===== src/rtl/supv_pkg.sv =====
package supv_pkg;
  typedef enum logic [1:0] {
    PH_WAIT_RAIL = 2'd0,
    PH_COUNTING  = 2'd1,
    PH_RUNNING   = 2'd2,
    PH_MANUAL    = 2'd3
  } supv_phase_e;

  // Count value after one cycle: cleared unless counting with a good rail.
  function automatic int unsigned next_count(input int unsigned cur,
                                             input bit counting,
                                             input bit rail,
                                             input bit tick);
    if (!(counting && rail)) return 0;
    if (tick) return cur + 1;
    return cur;
  endfunction

  // Time-out completes on the tick that brings the count to its limit.
  function automatic bit count_done(input int unsigned cur,
                                    input int unsigned limit,
                                    input bit tick);
    return tick && (cur == limit - 1);
  endfunction
endpackage


===== src/rtl/supv_timer.sv =====
module supv_timer #(
  parameter int unsigned TIMEOUT_MS = 16,
  localparam int unsigned CNT_W = $clog2(TIMEOUT_MS + 1)
) (
  input  logic             clk,
  input  logic             rst_n,
  input  logic             counting,
  input  logic             rail_ok,
  input  logic             tick_ms,
  output logic [CNT_W-1:0] count_q,
  output logic             expire
);
  import supv_pkg::*;

  logic [CNT_W-1:0] count_d;

  always_comb begin
    count_d = CNT_W'(next_count(int'(count_q), counting, rail_ok, tick_ms));
    expire  = counting && rail_ok && count_done(int'(count_q), TIMEOUT_MS, tick_ms);
  end

  always_ff @(posedge clk or negedge rst_n) begin
    if (!rst_n) count_q <= '0;
    else        count_q <= count_d;
  end
endmodule


===== src/rtl/supv_fsm.sv =====
module supv_fsm (
  input  logic                  clk,
  input  logic                  rst_n,
  input  logic                  rail_ok,
  input  logic                  btn_pressed,
  input  logic                  mr_req,
  input  logic                  expire,
  output supv_pkg::supv_phase_e phase_q,
  output logic                  counting
);
  import supv_pkg::*;

  supv_phase_e phase_d;

  always_comb begin
    phase_d = phase_q;
    unique case (phase_q)
      PH_WAIT_RAIL: if (rail_ok) phase_d = PH_COUNTING;
      PH_COUNTING: begin
        if (!rail_ok)    phase_d = PH_WAIT_RAIL;
        else if (mr_req) phase_d = PH_MANUAL;
        else if (expire) phase_d = PH_RUNNING;
      end
      PH_RUNNING: begin
        if (!rail_ok)    phase_d = PH_WAIT_RAIL;
        else if (mr_req) phase_d = PH_MANUAL;
      end
      PH_MANUAL: begin
        if (!rail_ok)         phase_d = PH_WAIT_RAIL;
        else if (!btn_pressed) phase_d = PH_COUNTING;
      end
      default: phase_d = PH_WAIT_RAIL;
    endcase
  end

  always_ff @(posedge clk or negedge rst_n) begin
    if (!rst_n) phase_q <= PH_WAIT_RAIL;
    else        phase_q <= phase_d;
  end

  assign counting = (phase_q == PH_COUNTING);
endmodule


===== src/rtl/supv_odrain.sv =====
module supv_odrain (
  input  logic hold,
  output logic pull_en,
  output logic line_n
);
  // Pull-down enabled while held; otherwise the external pull-up wins.
  assign pull_en = hold;
  assign line_n  = hold ? 1'b0 : 1'b1;
endmodule


===== src/rtl/rst_supervisor.sv =====
module rst_supervisor #(
  parameter int unsigned TIMEOUT_MS = 16,
  localparam int unsigned CNT_W = $clog2(TIMEOUT_MS + 1)
) (
  input  logic clk,
  input  logic rst_n,
  input  logic rail_ok,
  input  logic btn_pressed,
  input  logic mr_enable,
  input  logic tick_ms,
  output logic rst_pull_en,
  output logic cpu_rst_n
);
  import supv_pkg::*;

  supv_phase_e      phase_w;
  logic             counting_w;
  logic             expire_w;
  logic             mr_req_w;
  logic             hold_w;
  logic [CNT_W-1:0] count_w;

  assign mr_req_w = btn_pressed && mr_enable;
  // Output is released only in the running phase, and drops at once on a
  // qualified press or a rail loss, without waiting for a clock edge.
  assign hold_w   = (phase_w != PH_RUNNING) || mr_req_w || !rail_ok;

  supv_timer #(.TIMEOUT_MS(TIMEOUT_MS)) u_timer (
    .clk      (clk),
    .rst_n    (rst_n),
    .counting (counting_w),
    .rail_ok  (rail_ok),
    .tick_ms  (tick_ms),
    .count_q  (count_w),
    .expire   (expire_w)
  );

  supv_fsm u_fsm (
    .clk         (clk),
    .rst_n       (rst_n),
    .rail_ok     (rail_ok),
    .btn_pressed (btn_pressed),
    .mr_req      (mr_req_w),
    .expire      (expire_w),
    .phase_q     (phase_w),
    .counting    (counting_w)
  );

  supv_odrain u_out (
    .hold    (hold_w),
    .pull_en (rst_pull_en),
    .line_n  (cpu_rst_n)
  );
endmodule


===== config.mk =====
export PLATFORM = sky130hd
export DESIGN_NAME = rst_supervisor
export DESIGN_NICKNAME = d
export VERILOG_FILES = /design/src/rtl/supv_pkg.sv /design/src/rtl/supv_timer.sv /design/src/rtl/supv_fsm.sv /design/src/rtl/supv_odrain.sv /design/src/rtl/rst_supervisor.sv
export SDC_FILE = /design/constraint.sdc
export NUM_CORES = 1
export LEC_CHECK = 0
export BUFFER_PORTS_ARGS = -buffer_cell sky130_fd_sc_hd__buf_2
export CORE_AREA = 2 2 39 41
export CTS_CLUSTER_SIZE = 16
export DETAILED_ROUTE_END_ITERATION = 12
export DIE_AREA = 0 0 41 43
export GPL_ROUTABILITY_DRIVEN = 0
export PLACE_DENSITY = 0.53
export SYNTH_ARGS = -nofsm -noshare
export SYNTH_HDL_FRONTEND = slang
export SYNTH_SLANG_ARGS = --single-unit

===== constraint.sdc =====
create_clock -name clk -period 1.5 [get_ports clk]
set_clock_uncertainty 0.1 [all_clocks]
set_input_delay 0.225 -clock clk [delete_from_list [all_inputs] [get_ports clk]]
set_output_delay 0.225 -clock clk [all_outputs]
set_load 0.05 [all_outputs]

==> results of run 1 <==
stage by stage:
step / instance area [sq um] / cells / utilization [%] / setup slack, ns / TNS, ns
6_report: 536 / 68 / 38.7 / 0.0456 / 0
5_1_grt: 536 / 68 / 38.7 / -0.0140 / -0.0148
4_1_cts: 523 / 68 / 37.8 / 0.00591 / 0
3_5_place_dp: 469 / 62 / 33.9 / 0.0264 / 0
3_3_place_gp: 469 / 62 / 33.9 / 0.0280 / 0
2_1_floorplan: 403 / 37 / - / 0.0368 / 0
final timing paths:
kind,slack [ns],startpoint,depth (start not counted),to
min,0.15,rail_ok,3,u_fsm.phase_q[1]$_DFFE_PN0P_
max reg2reg,0.06,u_timer.count_q[1]$_DFFE_PN0P_,6,u_fsm.phase_q[1]$_DFFE_PN0P_
min reg2reg,0.45,u_timer.count_q[3]$_DFFE_PN0P_,2,u_timer.count_q[3]$_DFFE_PN0P_
min in group asynchronous,0.23,rst_n,2,u_fsm.phase_q[1]$_DFFE_PN0P_
max,0.05,u_fsm.phase_q[0]$_DFFE_PN0P_,3,rst_pull_en
max in group asynchronous,0.90,rst_n,2,u_timer.count_q[0]$_DFFE_PN0P_
state kept, by name (all words and copies together) (netlist names):
signal           cells
u_fsm.phase_q        2
u_timer.count_q      5
layout make-up:
type / instances / area share, %
multi-input cells: 27 / 41.4
clock buffers: 4 / 4.91
inverters: 2 / 2.10
repair buffers: 12 / 15.2
well taps: 16 / 3.74
flip-flops and latches: 7 / 32.7
kinds of logic after synthesis:
| family | count (synthesis) |
|---|---|
| muxes | 1 |
| and+or+nand+nor | 16 |
| AOI/OAI and AO/OA | 5 |
| buffers and inverters | 3 |
| DFF | 7 |
| xor gates and xnor gates | 3 |
| adders and majority gates | 2 |
repair_timing:
| action | CTS | global route |
|---|---|---|
| setup endpoints to repair | 2 | 3 |
| pin swaps | 0 | 1 |
| hold buffers | 1 | 0 |
| setup buffers | 1 | 0 |
| hold endpoints to repair | 7 | 0 |
| resized for setup | 3 | 4 |
cell usage in the layout, fill, tap and decap left out:
cell type	n
a211oi_2	1
a21boi_2	1
a21oi_2	1
a22o_1	1
a31o_1	1
and3_1	1
buf_2	6
buf_4	4
buf_6	1
clkbuf_1	1
clkbuf_4	3
clkinvlp_4	1
dfrtp_1	7
dlygate4sd3_1	1
ha_2	2
inv_1	1
mux2i_1	1
nand2_1	3
nand2_2	1
nand3_4	1
nand3b_1	1
nand4_1	1
nor2_1	6
nor2b_4	2
xnor2_1	1
xor2_1	2
metal layers:
| layer | global-route usage [%] | vias to the layer above |
|---|---|---|
| met5 | 0 | - |
| met4 | 4.00 | 0 |
| met3 | 9.42 | 2 |
| met2 | 16.6 | 10 |
| met1 | 12.1 | 152 |
| li1 | - | 155 |
worst register-to-register path, stage by stage, from the launching register on:
cell	delay (ns)
dfrtp_1	0.39
ha_2	0.17
and3_1	0.14
ha_2	0.17
a22o_1	0.19
a21oi_2	0.12
nor2_1	0.05
power breakdown:
part,switching (mW),total [mW],internal [mW]
logic,0.0352,0.0657,0.0306
clock network,0.0714,0.173,0.102
registers,0.00400,0.199,0.195
total,0.111,0.438,0.327
==> impl_metrics.env, run 1 <==
export IMPL_status="completed"
export IMPL_grt_ovfl_total=0
export IMPL_multi_input_area_sq_um=221
export IMPL_power_density_nw_per_um2=817
export IMPL_holdWs_ns=0.152
export IMPL_clock_sinks=7
export IMPL_worstPathCellList="nor2b_4 > nand3_4 > buf_2"
export IMPL_synthesis_area_sq_um=387
export IMPL_worstSetupPathType="reg2out"
export IMPL_synth_area_leaders="dfrtp_1, ha_1, nor2_1"
export IMPL_max_slew_worst_pin_slew_ns=0.249
export IMPL_synthSimpleGateAreaFrac_pct=22.0
export IMPL_synthXorXnorAreaFrac_pct=6.80
export IMPL_antenna_found_initial=0
export IMPL_wl_met1_um=306
export IMPL_dpl_hpwl_um=560
export IMPL_seq_area_sq_um=175
export IMPL_numCtsBuffers=3
export IMPL_synth_adder_area_share_pct=6.47
export IMPL_drt_pass1_iterations=2
export IMPL_start_util_pct=27.9
export IMPL_ys_seq_area_share_pct=45.3
export IMPL_synth_edf_count=0
export IMPL_maxCapViolations=0
export IMPL_layout_nets=61
export IMPL_synth_nets=45
export IMPL_min_period_over_period_pct=97.0
export IMPL_cts_root_buf="clkbuf_4"
export IMPL_wl_met3_um=59
export IMPL_drtIter0Drc=2
export IMPL_ys_flop_type="dfrtp_1"
export IMPL_setup_viol=0
export IMPL_synthDistinctLibCells=21
export IMPL_io_pins=8
export IMPL_grt_max_degree=9
export IMPL_met2_length_um=427
export IMPL_hold_viol=0
export IMPL_drt_antenna_violating_nets=0
export IMPL_die_area_sq_um=1760
export IMPL_slew_violations=0
export IMPL_postSynthAreaPerCell_sq_um=10.4
export IMPL_clk_latency_ns=0.25
export IMPL_synthTopCellsByCount="dfrtp_1, nor2_1, nand2_1"
export IMPL_period_minus_slack_ns=1.45
export IMPL_die_height_um=43
export IMPL_cts_max_level=1
export IMPL_synth_top_area_cell="dfrtp_1"
export IMPL_netlist_area_leader_share_pct=45.3
export IMPL_synth_area_mux_share_pct=2.59
export IMPL_slew_headroom_pct=83.5
export IMPL_cellLeakagePower_nw=0.241
export IMPL_critPathArrivalTime_ns=1.13
export IMPL_cp_slowest_cell="dfrtp_1"
export IMPL_yosys_warnings=0
export IMPL_crit_buf_inv=1
export IMPL_syn_inst=37
export IMPL_area_growth_pct=38.5
export IMPL_p_total_mw=0.438
export IMPL_wirelength_um=800
export IMPL_async_flop_share_pct=100
export IMPL_port_buffers=7
export IMPL_grt_usage_pct=11.5
export IMPL_path_max_fanout=2
export IMPL_clockBufferDepth=2
export IMPL_drc=0
export IMPL_crit_path_start_kind="flip-flop"
export IMPL_cp_required_ns=1.17
export IMPL_endpoint_kind="output pin"
export IMPL_hp_class="in2reg"
export IMPL_cts_reportedPaths_clkPinSlew_ns=0.05
export IMPL_fmax_mhz=688
export IMPL_die_x_um=41
export IMPL_critical_path_max_stage_delay_ns=0.41
export IMPL_ys_ff_latch=7
export IMPL_vias=319
export IMPL_coreArea_sq_um=1380
export IMPL_grt_pass1_wl_um=1280
export IMPL_rows=14
export IMPL_grt_pass1_vias=326
export IMPL_layout_drive_gt1_share_pct=46.2
export IMPL_vdd_drop_max_uv=428
export IMPL_cts_tree="yes"
export IMPL_highest_layer="met4"
export IMPL_synth_compound_area_share_pct=12.0
export IMPL_n_antenna_cell=0
export IMPL_wl_per_cell_um=11.8
export IMPL_yosysMostFrequentCell="dfrtp_1"
export IMPL_synth_top_family_by_area="simple AND/OR/NAND/NOR gates"
export IMPL_via_per_inst=4.69
export IMPL_crit_family="flip-flops"
export IMPL_fill_cells=147
Power figures use the tool's default switching activity.
==> inputs of run 2 (changes only) <==
--- a/config.mk
+++ b/config.mk
@@ -5,7 +5,7 @@
 export SDC_FILE = /design/constraint.sdc
 export NUM_CORES = 1
 export LEC_CHECK = 0
-export BUFFER_PORTS_ARGS = -buffer_cell sky130_fd_sc_hd__buf_2
+export BUFFER_PORTS_ARGS = -buffer_cell sky130_fd_sc_hd__clkbuf_2
 export CORE_AREA = 2 2 39 41
 export CTS_CLUSTER_SIZE = 16
 export DETAILED_ROUTE_END_ITERATION = 12
==> constraint.sdc (replaced) <==
create_clock -name clk -period 1.5 [get_ports clk]
set_clock_uncertainty 0.1 [all_clocks]
set_input_delay 0.225 -clock clk [delete_from_list [all_inputs] [get_ports clk]]
set_output_delay 0.225 -clock clk [all_outputs]
set_load 0.1 [all_outputs]
==> impl_metrics.env, run 2 (synthesis results as in run 1) <==
export IMPL_drc=0
export IMPL_path_max_fanout=2
export IMPL_slew_headroom_pct=87.7
export IMPL_cp_required_ns=1.17
export IMPL_hold_viol=0
export IMPL_grt_usage_pct=10.6
export IMPL_max_slew_worst_pin_slew_ns=0.185
export IMPL_grt_max_degree=9
export IMPL_dp_cells=60
export IMPL_grt_pass1_vias=310
export IMPL_cts_reportedPaths_clkPinSlew_ns=0.06
export IMPL_layout_drive_gt1_share_pct=45.1
export IMPL_final_cell_area_sq_um=552
export IMPL_worstSetupPathType="reg2out"
export IMPL_largest_reg_flops=5
export IMPL_die_area_sq_um=1760
export IMPL_via_per_inst=4.45
export IMPL_hp_class="in2reg"
export IMPL_p_total_mw=0.444
export IMPL_numCtsBuffers=3
export IMPL_n_antenna_cell=0
export IMPL_place_ws_ns=-0.0207
export IMPL_cp_slowest_cell="dfrtp_1"
export IMPL_area_growth_pct=42.7
export IMPL_die_x_um=41
export IMPL_drtIter0Drc=4
export IMPL_cts_max_level=1
export IMPL_critPathArrivalTime_ns=1.17
export IMPL_final_common_cell="dfrtp_1"
export IMPL_top_usage_layer="met1"
export IMPL_place_area_sq_um=492
export IMPL_start_util_pct=27.9
export IMPL_status="completed"
export IMPL_crit_buf_inv=2
export IMPL_gr_usage_met1_pct=14.0
export IMPL_antenna_found_initial=0
export IMPL_min_period_over_period_pct=99.7
export IMPL_wirelength_um=677
export IMPL_r2r_start="u_timer.count_q[0]$_DFFE_PN0P_"
export IMPL_r2r_slack_ns=0.06
export IMPL_drt_pass1_iterations=2
export IMPL_largest_register="u_timer.count_q"
export IMPL_period_minus_slack_ns=1.50
export IMPL_grt_ovfl_total=0
export IMPL_grt_use_met3_pct=4.71
export IMPL_power_density_nw_per_um2=804
export IMPL_min_to="u_fsm.phase_q[1]$_DFFE_PN0P_"
export IMPL_coreArea_sq_um=1380
export IMPL_fmax_mhz=669
export IMPL_vias=298
export IMPL_clockBufferDepth=2
export IMPL_crit_family="flip-flops"
export IMPL_r2r_cells=6
export IMPL_layout_nets=60
export IMPL_cts_tree="yes"
export IMPL_grtUsageMet2_pct=13.8
export IMPL_clock_sinks=7
export IMPL_cts_root_buf="clkbuf_4"
export IMPL_final_cell_mix="dfrtp_1, nor2_1, clkbuf_2"
export IMPL_finalNonFillerCells=67
export IMPL_vdd_drop_max_uv=560
export IMPL_port_buffers=7
export IMPL_critical_path_max_stage_delay_ns=0.41
export IMPL_cellLeakagePower_nw=0.247
export IMPL_worst_path_stages=4
export IMPL_worstPathCellList="nor2b_4 > nand3_4 > clkinvlp_4 > buf_12"
export IMPL_crit_path_start_kind="flip-flop"
export IMPL_setup_viol=0
export IMPL_fin_ws_ns=0.00459
export IMPL_rsz0062_at_grt="true"
export IMPL_final_core_util_pct=39.9
export IMPL_top_regs="u_timer.count_q: 5 flops, u_fsm.phase_q: 2 flops"
export IMPL_endpoint_kind="output pin"
export IMPL_wl_per_cell_um=10.1
export IMPL_rows=14
export IMPL_io_pins=8
export IMPL_grt_pass1_wl_um=1220
export IMPL_clk_latency_ns=0.25
export IMPL_r2r_end="u_fsm.phase_q[1]$_DFFE_PN0P_"
export IMPL_maxCapViolations=0
export IMPL_die_height_um=43
export IMPL_whs_path_depth=3
export IMPL_drt_antenna_violating_nets=0
export IMPL_min_from="rail_ok"
export IMPL_slew_violations=0
export IMPL_dpl_hpwl_um=525
==> run 2: changes by cell type in the layout (fill, tap and decap cells not counted) <==
cell	previous run	this run
buf_2	6	0
clkbuf_2	0	5
buf_12	0	2
buf_4	4	3
buf_6	1	0
==> run 2: cell type report <==
| type | count | area (sq um) |
|---|---|---|
| Clock buffer | 4 | 26.3 |
| Inverter | 2 | 11.3 |
| Tap cell | 16 | 20.0 |
| Sequential cell | 7 | 175 |
| Timing Repair Buffer | 11 | 97.6 |
| Multi-Input combinational cell | 27 | 221 |
| Fill cell | 138 | 832 |
==> run 2: worst max-delay path by stage <==
stage / slack, ns / to / startpoint
floorplan: -0.19 / cpu_rst_n / u_fsm.phase_q[1]$_DFFE_PN0P_
global placement: 0.0009 / u_fsm.phase_q[1]$_DFFE_PN0P_ / u_timer.count_q[0]$_DFFE_PN0P_
detailed placement: -0.02 / u_fsm.phase_q[1]$_DFFE_PN0P_ / u_timer.count_q[0]$_DFFE_PN0P_
CTS: -0.005 / cpu_rst_n / u_fsm.phase_q[0]$_DFFE_PN0P_
global route: -0.05 / cpu_rst_n / u_fsm.phase_q[0]$_DFFE_PN0P_
finish: 0.005 / cpu_rst_n / u_fsm.phase_q[0]$_DFFE_PN0P_
==> run 2: worst register-to-register path, cell delays in order, from the launching register on <==
cell and delay (ns):
dfrtp_1 0.38, ha_2 0.18, and3_1 0.15, ha_2 0.17
a22o_1 0.18, a21oi_2 0.11, nor2_1 0.05
==> run 2: per-layer routing <==
layer,vias to the layer above,routed length [um]
met5,-,0
met4,0,14
met3,2,35
met2,7,304
met1,137,322
li1,152,-
==> run 2: metrics by stage <==
step / setup TNS [ns] / hold slack, ns
after global routing: -0.0683 / 0.171
final: 0 / 0.159
after global placement: 0 / -0.0285
after floorplan: -0.188 / -0.171
after detailed placement: -0.0207 / -0.0294
after CTS: -0.00525 / 0.162
==> run 2: power breakdown <==
group	internal, mW	switching [mW]
clock	0.102	0.0741
sequential	0.195	0.00417
combinational	0.0318	0.0370
==> run 2: timing repair <==
item / in CTS / in global routing
setup endpoints to repair: 3 / 2
endpoints found under the hold margin: 7 / 0
buffers inserted: 2 / 0
pin swaps: 1 / 0
resized for setup: 1 / 2
hold buffers: 1 / 0
